## config.mk

```make
export PLATFORM = sky130hd
export DESIGN_NAME = pwm3s_qualifier
export DESIGN_NICKNAME = d
export VERILOG_FILES = /design/src/rtl/pwm3s_pkg.sv /design/src/rtl/pwm3s_sync.sv /design/src/rtl/pwm3s_datapath.sv /design/src/rtl/pwm3s_ctrl.sv /design/src/rtl/pwm3s_qualifier.sv
export SDC_FILE = /design/constraint.sdc
export NUM_CORES = 1
export LEC_CHECK = 0
export BUFFER_PORTS_ARGS = -buffer_cell sky130_fd_sc_hd__buf_2
export CAP_MARGIN = 15
export CORE_AREA = 2 2 39 41
export CTS_BUF_LIST = sky130_fd_sc_hd__clkbuf_8
export DETAILED_ROUTE_END_ITERATION = 8
export DIE_AREA = 0 0 41 43
export MAX_ROUTING_LAYER = met4
export PLACE_DENSITY = 0.72
export SYNTH_ARGS = -nofsm -noshare
export SYNTH_HDL_FRONTEND = slang
export SYNTH_HIERARCHICAL = 1
export SYNTH_SLANG_ARGS = --single-unit
```

## constraint.sdc

```tcl
create_clock -name clk -period 2 [get_ports clk]
set_input_delay 0.4 -clock clk [delete_from_list [all_inputs] [get_ports clk]]
set_output_delay 0.4 -clock clk [all_outputs]
set_load 0.01 [all_outputs]
```

## src/rtl/pwm3s_pkg.sv

```systemverilog
package pwm3s_pkg;

  typedef enum logic [1:0] {
    LVL_LOW  = 2'd0,
    LVL_HIGH = 2'd1,
    LVL_MID  = 2'd2
  } level_e;

  // strobes from control to datapath
  typedef struct packed {
    logic loadCmd;
    logic gateEn;
  } strobe_t;

endpackage

```

## src/rtl/pwm3s_sync.sv

```systemverilog
module pwm3s_sync #(
  parameter int WIDTH  = 4,
  parameter int STAGES = 2
) (
  input  logic             clk,
  input  logic             rstN,
  input  logic [WIDTH-1:0] din,
  output logic [WIDTH-1:0] dout
);

  logic [WIDTH-1:0] stage [STAGES];

  for (genvar g = 0; g < STAGES; g++) begin : g_stage
    if (g == 0) begin : g_first
      always_ff @(posedge clk or negedge rstN) begin
        if (!rstN) stage[g] <= '0;
        else       stage[g] <= din;
      end
    end else begin : g_next
      always_ff @(posedge clk or negedge rstN) begin
        if (!rstN) stage[g] <= '0;
        else       stage[g] <= stage[g-1];
      end
    end
  end

  assign dout = stage[STAGES-1];

endmodule

```

## src/rtl/pwm3s_datapath.sv

```systemverilog
module pwm3s_datapath
  import pwm3s_pkg::*;
(
  input  logic    clk,
  input  logic    rstN,
  input  logic    aboveSync,
  input  logic    belowSync,
  input  strobe_t strobe,
  output level_e  level,
  output logic    hiReq,
  output logic    loReq
);

  logic cmdHi;

  // both or neither flag -> window
  always_comb begin
    unique case ({aboveSync, belowSync})
      2'b10:   level = LVL_HIGH;
      2'b01:   level = LVL_LOW;
      default: level = LVL_MID;
    endcase
  end

  always_ff @(posedge clk or negedge rstN) begin
    if (!rstN)              cmdHi <= 1'b0;
    else if (strobe.loadCmd) cmdHi <= (level == LVL_HIGH);
  end

  assign hiReq = strobe.gateEn & cmdHi;
  assign loReq = strobe.gateEn & ~cmdHi;

  a_r4_cmd_held_in_window: assert property (@(posedge clk) disable iff (!rstN)
    (level == LVL_MID) |=> $stable(cmdHi));

  a_r1_cmd_follows_high: assert property (@(posedge clk) disable iff (!rstN)
    (level == LVL_HIGH) |=> cmdHi);

  a_r1_cmd_follows_low: assert property (@(posedge clk) disable iff (!rstN)
    (level == LVL_LOW) |=> !cmdHi);

endmodule

```

## src/rtl/pwm3s_ctrl.sv

```systemverilog
module pwm3s_ctrl
  import pwm3s_pkg::*;
#(
  parameter int HOLD_CYCLES = 15
) (
  input  logic    clk,
  input  logic    rstN,
  input  level_e  level,
  input  logic    supRiseSync,
  input  logic    supFallSync,
  output strobe_t strobe,
  output logic    shutdown,
  output logic    ready
);

  localparam int CW = $clog2(HOLD_CYCLES + 1);
  localparam logic [CW-1:0] LAST = CW'(HOLD_CYCLES - 1);

  logic          porOk;
  logic          shutReg;
  logic [CW-1:0] midCnt;
  logic          inWindow;

  assign inWindow = (level == LVL_MID);

  // supply gate with hysteresis, falling flag has priority
  always_ff @(posedge clk or negedge rstN) begin
    if (!rstN)            porOk <= 1'b0;
    else if (supFallSync) porOk <= 1'b0;
    else if (supRiseSync) porOk <= 1'b1;
  end

  // holdoff counter and shutdown state
  always_ff @(posedge clk or negedge rstN) begin
    if (!rstN) begin
      shutReg <= 1'b1;
      midCnt  <= LAST;
    end else if (!porOk) begin
      shutReg <= 1'b1;
      midCnt  <= LAST;
    end else if (!inWindow) begin
      shutReg <= 1'b0;
      midCnt  <= '0;
    end else begin
      shutReg <= (midCnt == LAST);
      if (midCnt != LAST) midCnt <= midCnt + 1'b1;
    end
  end

  assign strobe.loadCmd = !inWindow;
  assign strobe.gateEn  = porOk & ~shutReg;
  assign shutdown       = shutReg;
  assign ready          = porOk;

  a_r3_entry_needs_window: assert property (@(posedge clk) disable iff (!rstN)
    $rose(shutReg) |-> ($past(inWindow) || !$past(porOk)));

  a_r5_exit_at_once: assert property (@(posedge clk) disable iff (!rstN)
    (porOk && !inWindow) |=> !shutReg);

  a_r7_hold_between: assert property (@(posedge clk) disable iff (!rstN)
    (!supFallSync && !supRiseSync) |=> $stable(porOk));

  a_r7_fall_wins: assert property (@(posedge clk) disable iff (!rstN)
    supFallSync |=> !porOk);

  a_r8_rearm: assert property (@(posedge clk) disable iff (!rstN)
    !porOk |=> shutReg);

endmodule

```

## src/rtl/pwm3s_qualifier.sv

```systemverilog
module pwm3s_qualifier
  import pwm3s_pkg::*;
#(
  parameter int HOLD_CYCLES = 15,
  parameter int SYNC_STAGES = 2
) (
  input  logic clk,
  input  logic rstN,
  input  logic pwmAboveHi,
  input  logic pwmBelowLo,
  input  logic supRiseOk,
  input  logic supFallLow,
  output logic hiReq,
  output logic loReq,
  output logic shutdown,
  output logic ready
);

  localparam int NFLAGS = 4;

  logic [NFLAGS-1:0] flagsSync;
  level_e            level;
  strobe_t           strobe;

  pwm3s_sync #(.WIDTH(NFLAGS), .STAGES(SYNC_STAGES)) u_sync (
    .clk  (clk),
    .rstN (rstN),
    .din  ({supFallLow, supRiseOk, pwmBelowLo, pwmAboveHi}),
    .dout (flagsSync)
  );

  pwm3s_datapath u_dp (
    .clk       (clk),
    .rstN      (rstN),
    .aboveSync (flagsSync[0]),
    .belowSync (flagsSync[1]),
    .strobe    (strobe),
    .level     (level),
    .hiReq     (hiReq),
    .loReq     (loReq)
  );

  pwm3s_ctrl #(.HOLD_CYCLES(HOLD_CYCLES)) u_ctrl (
    .clk         (clk),
    .rstN        (rstN),
    .level       (level),
    .supRiseSync (flagsSync[2]),
    .supFallSync (flagsSync[3]),
    .strobe      (strobe),
    .shutdown    (shutdown),
    .ready       (ready)
  );

  a_r8_unready_quiet: assert property (@(posedge clk) disable iff (!rstN)
    !ready |-> (!hiReq && !loReq));

  a_r3_shutdown_quiet: assert property (@(posedge clk) disable iff (!rstN)
    shutdown |-> (!hiReq && !loReq));

endmodule

```

; ---- After elaboration in Yosys (flattened, before gate mapping)
; Cells that the tools add are included.
; Widths: inputs -> output; s select.
[word_totals]
input_bits = 6
ff_bits = 15
word_cells = 28
[op_classes]
reduce_logical = 1
bitwise_logic = 5
muxes = 8
eq_ne = 7
add_sub_neg = 1
[op_table]
columns = operator, n
row1 = $mux 4, 3
row2 = $add 4x1->4 const B, 1
row3 = $eq 2x1->1 const B, 2
row4 = $eq 2x2->1 const B, 2
row5 = $eq 4x4->1 const B, 1
row6 = $mux 1, 4
row7 = $ne 4x4->1 const B, 1
row8 = $pmux 2 s2, 1
row9 = $and 1x1->1, 3
row10 = $ne 3x3->1 const B, 1
row11 = $not 1->1, 2
row12 = $reduce_bool 2->1, 1

; ---- Longest topological paths before layout
; Gate-level depths: netlist (run 1).
[logic_depth]
word_depth = 5
ltp_mapped = 6
ltp_nobuf = 5

; ---- Modules after synthesis
; The synthesis (run 1) kept the hierarchy.
[by_module_without_submodules]
columns = module, seq_area_each_um2, area_per_inst_um2, instances, cells_per_inst
row1 = pwm3s_ctrl, 155.1, 305.3, 1, 26
row2 = pwm3s_sync, 200.2, 230.2, 1, 12
row3 = pwm3s_datapath, 25.0, 68.8, 1, 6

; ---- Worst setup path before layout (run 1)
; Ideal clock, no wire load.
[synth_path]
kind = register to register
start = register u_sync.stage, in the netlist u_sync/dout[0]
end = register u_dp.cmdHi
stages_incl_launch_ff = 5
t_arrival_ns = 1.161
path_slack_ns = 0.714
setup_time_ns = 0.125
period_less_slack_ns = 1.286
t_required_ns = 1.875
cell_sequence = dfrtp_1 buf_4 ha_1 nand2b_4 mux2_4
[synth_via]
elab_chain_cells = 3
[synth_rtl]
columns = element, line_no
row1 = "start, declared", pwm3s_sync.sv:11  ; logic [WIDTH-1:0] stage [STAGES];
row2 = "start signal, assigned by index", pwm3s_sync.sv:22  ; else stage[g] <= stage[g-1];
row3 = $eq 2x1->1 / $eq 2x2->1 (equally long branches), pwm3s_datapath.sv:18  ; unique case ({aboveSync, belowSync})
row4 = $pmux 2 s2 (*), pwm3s_datapath.sv:18
row5 = named net level[1], pwm3s_qualifier.sv:22  ; level_e level;
row6 = $eq 2x1->1 / $eq 2x2->1 (equally long branches), "pwm3s_datapath.sv:27, pwm3s_ctrl.sv:24"
row7 = "end signal, assigned", pwm3s_datapath.sv:27  ; else if (strobe.loadCmd) cmdHi <= (level == LVL_HIGH);
row8 = "end, declared", pwm3s_datapath.sv:14  ; logic cmdHi;
; The timed path passes the listed nets; every way through them passes the cells marked *.
; A chain may end at the register's enable or synchronous reset.

==> impl_metrics.ini, run 1 <==
[placement]
portBuffers = 9
place_hpwl_um = 516
gp_congestion = 0.674

[synthesis]
synth_top_area_cell = dfrtp_1
ys_ff_latch = 15
syn-cell-area_um2 = 604
synth_top_area_share_pct = 45.5
synth_nets = 53
ys_top_cells_by_area = dfrtp_1, dfstp_2, ha_1
seq_area_frac_synth_pct = 62.9
synth.distinct_cells = 19
yosys_warnings = 6
syn_avg_cell_area_um2 = 13.7
syn_inst = 44

[worst_setup_path]
endpoint = hiReq
crit_type = reg2out
critPathSlowestCell = dfrtp_1
reg2reg_slack_ns = 0.77
endpoint_kind = primary output
critical_path_arrival_ns = 1.09
r2r_start = u_ctrl/midCnt[1]$_DFFE_PN1P_
critPathMaxFanout = 6
critPathMaxStageDelay_ns = 0.42
crit_chain = nor2b_1, and2_1, buf_2
rr_endpoint = u_ctrl/midCnt[0]$_DFFE_PN0P_
worstPathRequired_ns = 1.60
start_kind = register
r2r_cells = 4
setup.worst_path.start = u_ctrl/ready$_DFFE_PN0P_

[sta]
rsz0062_at_grt = false
tightest_slew_ns = 0.322
fin_worst_skew_ns = 0.00520
min_period_ns = 1.49
drv_slew = 0
relSlewSlack_pct = 78.5
max_freq_mhz = 673
hold_viol_final = 0
setup_violations = 0
period_share_pct = 74.3
holdWs_ns = 0.0422
setup_tns_ns = 0

[job]
cap_viol_max_count = 0

[floorplanning]
die_w_um = 41
row_count = 14
core_um2 = 1380
die_h_um = 43
num_io_pins = 10
start_util_pct = 43.7
fp.dieArea_um2 = 1760

[finish]
nets = 63
fillers = 126
multi_input_area_um2 = 179
final_cell_mix = dfrtp_1, buf_2, inv_1, dfstp_2
drive_gt1_share_pct = 39.6
insertedDiodeCount = 0
mostFrequentLayoutCell = dfrtp_1
area_growth_pct = 13.5
ff_latch_area_um2 = 380

[route]
ant_nets = 0
drc = 0
top_layer_used = met4
wl_met3_um = 59
dr.pass1.iters = 2
vias_per_cell = 4.71
wirelength_um = 737
routedWlPerCell_um = 10.7
wl_met1_um = 336
vias = 325
drt_iter0_drc = 2
dr_wl_met2_um = 324

[clocking]
cts.repair.resized = 0
cts_made_buffers = 3
clk_latency_ns = 0.24
holdBufCountCts = 0
cts_sinks = 15
clk_pin_slew_ns = 0.06
root_buffer = clkbuf_8
cts_tree = built
clock_path_buffers = 2
htree_levels = 1
postCtsSetupRepairBufs = 0

[grt]
antenna_found_initial = 0
grt_max_degree = 16
grt_usage_pct = 11.8
grt_pass1_vias = 323
grt_overflow = 0
grt_pass1_wl_mm = 1.25

[pwr]
peakVddDrop_uv = 478
p_total_uw = 658
power.density_nw_per_um2 = 960
p_leak_nw = 0.327

[min_path]
worst_hold_path_type = in2async

[outcome]
outcome = finished clean
==> metrics by stage <==
stage          util [%]  worst slack, ns  std cells  instance area (um2)
6_report           49.5            0.514         69                  686
5_1_grt            49.5            0.406         69                  686
4_1_cts            49.5            0.498         69                  686
3_5_place_dp       46.2            0.780         65                  639
3_3_place_gp       46.2            0.788         65                  639
2_1_floorplan         -            0.714         44                  604
==> critical path, delay by kind of cell (launching register included) <==
family                 cells  cell delay (ns)
buffers and inverters      1             0.13
flip-flops                 1             0.42
AND/OR/NAND/NOR            2             0.29
==> how the worst min path moves through the flow <==
| stage | endpoint | cells past startpoint | start |
|---|---|---|---|
| after global routing | u_dp/cmdHi$_DFFE_PN0P_ | 1 | rstN |
| after floorplan | u_ctrl/midCnt[0]$_DFFE_PN0P_ | 0 | rstN |
| final | u_ctrl/ready$_DFFE_PN0P_ | 1 | rstN |
| after CTS | u_ctrl/ready$_DFFE_PN0P_ | 1 | rstN |
| after global placement | u_dp/cmdHi$_DFFE_PN0P_ | 1 | rstN |
| after detailed placement | u_dp/cmdHi$_DFFE_PN0P_ | 1 | rstN |
==> state kept, by name, summed over array words and instances (netlist names) <==
| signal | cells |
|---|---|
| u_ctrl/midCnt | 4 |
| u_sync/dout | 4 |
| u_sync/stage | 4 |
| u_ctrl/ready | 1 |
| u_ctrl/shutdown | 1 |
| u_dp/cmdHi | 1 |
==> power by group <==
group / leakage (nW) / internal [mW] / switching [mW]
registers: 0.174 / 0.332 / 0.0145
clock network: 0.0255 / 0.138 / 0.101
logic: 0.127 / 0.0362 / 0.0371
==> per-layer routing <==
metal	global-route usage (%)	vias up
li1	-	153
met1	13.2	156
met2	15.6	13
met3	6.28	3
met4	8.00	0
met5	-	-
==> final cells by class <==
class / instances / share of cell area, %
inverter: 4 / 2.19
clock inverter: 1 / 0.730
tap: 16 / 2.92
multi-input combinational: 21 / 26.1
clock buffer: 3 / 6.02
sequential: 15 / 55.5
timing repair buffer: 9 / 6.57
==> cells by family (layout without fill, tap and decap cells) <==
family	Yosys count	in the layout	share of synthesized area [%]
AOI/OAI and AO/OA	4	4	3.73
xor gates and xnor gates	3	3	4.35
adders and majority gates	3	3	6.21
buffers and inverters	8	17	7.45
DFF	15	15	62.9
muxes	2	2	4.14
and+or+nand+nor	9	9	11.2
==> synthesized netlist by cell type, drive strengths merged <==
cell / n
buf: 4
dfstp: 4
xnor2: 2
dfrtp: 11
nand3: 2
o21ai: 3
and2: 1
nor3b: 1
xor2: 1
inv: 4
o21a: 1
nor2: 2
ha: 3
nand2b: 1
mux2i: 1
nor2b: 2
mux2: 1
Note: power is estimated with default switching activity, not from simulation.
==> inputs of run 2 (changes only) <==
--- a/config.mk
+++ b/config.mk
@@ -5,6 +5,7 @@
 export SDC_FILE = /design/constraint.sdc
 export NUM_CORES = 1
 export LEC_CHECK = 0
+export ABC_AREA = 1
 export BUFFER_PORTS_ARGS = -buffer_cell sky130_fd_sc_hd__buf_2
 export CAP_MARGIN = 15
 export CORE_AREA = 2 2 39 41
@@ -12,7 +13,7 @@
 export DETAILED_ROUTE_END_ITERATION = 8
 export DIE_AREA = 0 0 41 43
 export MAX_ROUTING_LAYER = met4
-export PLACE_DENSITY = 0.72
+export PLACE_DENSITY = 0.77
 export SYNTH_ARGS = -nofsm -noshare
 export SYNTH_HDL_FRONTEND = slang
 export SYNTH_HIERARCHICAL = 1
==> constraint.sdc (replaced) <==
create_clock -name clk -period 1.5 [get_ports clk]
set_input_delay 0.3 -clock clk [delete_from_list [all_inputs] [get_ports clk]]
set_output_delay 0.3 -clock clk [all_outputs]
set_load 0.01 [all_outputs]
==> impl_metrics.ini, run 2 <==
[outcome]
outcome = finished clean

[synthesis]
syn_inst = 72
synth_nets = 81
async_reset_ff_share_pct = 100
ys_ff_latch = 15
synth_flop_cell = dfrtp_1
syn-cell-area_um2 = 657
seq_area_frac_synth_pct = 57.9
syn_avg_cell_area_um2 = 9.12
synth.distinct_cells = 13
ys_top_cells_by_area = dfrtp_1, dfstp_2, nand2_1
yosys_warnings = 6
post-synth-top-count-cell = nand2_1
synth_edf_count = 0
synthTopCellsByCount = nand2_1, inv_1, dfrtp_1
synth_top_area_share_pct = 41.9
synth_top_area_cell = dfrtp_1

[finish]
fin_util_pct = 54.3
drive_gt1_share_pct = 26.8
insertedDiodeCount = 0
nets = 92
mostFrequentLayoutCell = nand2_1
final_cell_mix = nand2_1, inv_1, dfrtp_1, buf_2, nor2_1
area_growth_pct = 14.5

[sta]
period_share_pct = 92.3
relSlewSlack_pct = 78.3
setup_violations = 0
max_freq_mhz = 722
rsz0062_at_grt = false
min_period_ns = 1.38
tightest_slew_ns = 0.325
hold_viol_final = 0
fin_worst_skew_ns = 0.00513
drv_slew = 0
setup_tns_ns = 0

[worst_setup_path]
critPathMaxStageDelay_ns = 0.41
cp_num_buf_inv = 3
critPathSlowestCell = dfrtp_2
crit_chain = inv_1, nor2_2, inv_1, nor2_1, buf_2
cp_top_family = flip-flops
crit_type = reg2out
start_kind = register
worstPathRequired_ns = 1.20
critical_path_arrival_ns = 1.08
worst_path_most_repeated_cell = inv_1
endpoint_kind = primary output
critPathMaxFanout = 6

[clocking]
postCtsSetupRepairBufs = 0
cts_tree = built
clk_pin_slew_ns = 0.06
htree_levels = 1
cts_made_buffers = 3
clk_latency_ns = 0.24
root_buffer = clkbuf_8
cts_sinks = 15
clock_path_buffers = 2

[route]
drt_iter0_drc = 11
dr.pass1.iters = 4
vias = 453
vias_per_cell = 4.62
wl_met1_um = 417
drc = 0
dr_wl_met2_um = 457
wirelength_um = 948
ant_nets = 0
top_layer_used = met4
routedWlPerCell_um = 9.67
wl_met3_um = 43

[placement]
portBuffers = 9
place_hpwl_um = 675
gp_congestion = 0.805

[pwr]
power.density_nw_per_um2 = 1190
peakVddDrop_uv = 688
p_leak_nw = 0.413

[floorplanning]
num_io_pins = 10
core_um2 = 1380
row_count = 14
fp.dieArea_um2 = 1760
start_util_pct = 47.5
die_h_um = 43
die_w_um = 41

[grt]
grt_overflow = 0
grt_max_degree = 16
antenna_found_initial = 0
grt_pass1_vias = 423
grt_usage_pct = 14.6
grt_pass1_wl_mm = 1.60

[min_path]
worst_hold_path_type = in2reg

[job]
cap_viol_max_count = 0
## run 2: cell count changes in the layout (fill, tap and decap cells not counted), sizes merged, moves of 2 or more
cell and change:
nor2b -2, nand2 +20, nor2 +9, xnor2 -2, nand3 +2, o21ai -3, inv +9
## run 2: final timing paths
check                                                to  depth (start not counted)                 startpoint  slack [ns]
setup / recovery                                  loReq                          5   u_ctrl/ready$_DFFE_PN0P_        0.12
hold / removal                u_sync/stage[6]$_DFF_PN0_                          1                  supRiseOk        0.16
setup reg to reg           u_ctrl/midCnt[2]$_DFFE_PN1P_                          5   u_sync/dout[0]$_DFF_PN0_        0.32
hold reg to reg                u_sync/dout[1]$_DFF_PN0_                          0  u_sync/stage[5]$_DFF_PN0_        0.35
max in group asynchronous  u_ctrl/midCnt[1]$_DFFE_PN1P_                          2                       rstN        0.72
min in group asynchronous     u_sync/stage[7]$_DFF_PN0_                          2                       rstN        0.49
## run 2: stage by stage
stage	area, um2	setup WS (ns)	total power, mW	hold slack (ns)	cells
2_1_floorplan	657	0.284	0.554	0.00441	72
3_3_place_gp	692	0.318	0.581	0.211	93
3_5_place_dp	692	0.297	0.585	0.217	93
4_1_cts	748	0.0176	0.912	0.152	98
5_1_grt	752	0.0124	0.954	0.142	98
6_report	752	0.115	0.898	0.157	98
## run 2: layer usage
metal / up-vias / GRT usage (%)
met4: 0 / 12.0
met5: - / -
met3: 4 / 3.14
li1: 229 / -
met1: 208 / 16.1
met2: 12 / 21.3
## run 2: area by class of cell
cell class                 instances  area, um2
multi-input combinational         40        200
tap                               16       20.0
clock inverter                     1       5.00
fill                             138        632
clock buffer                       3       41.3
timing repair buffer              10       55.1
inverter                          13       48.8
sequential                        15        382
## run 2: power breakdown
part / leakage, nW / total (mW) / internal [mW] / switching [mW]
clock network: 0.0255 / 0.317 / 0.184 / 0.133
registers: 0.173 / 0.470 / 0.445 / 0.0248
logic: 0.214 / 0.111 / 0.0453 / 0.0657
## run 2: kinds of logic (layout without fill, tap and decap cells)
logic type,after synthesis,count (layout),synth area share (%)
and+or+nand+nor,37,37,24.4
adders and majority gates,3,3,5.71
DFF,15,15,57.9
buffers and inverters,17,27,12.0
## run 2: timing repair
action,CTS,global route
endpoints found under the setup margin,0,2
hold buffers,1,0
hold endpoints to repair,11,0
resized for setup,0,2
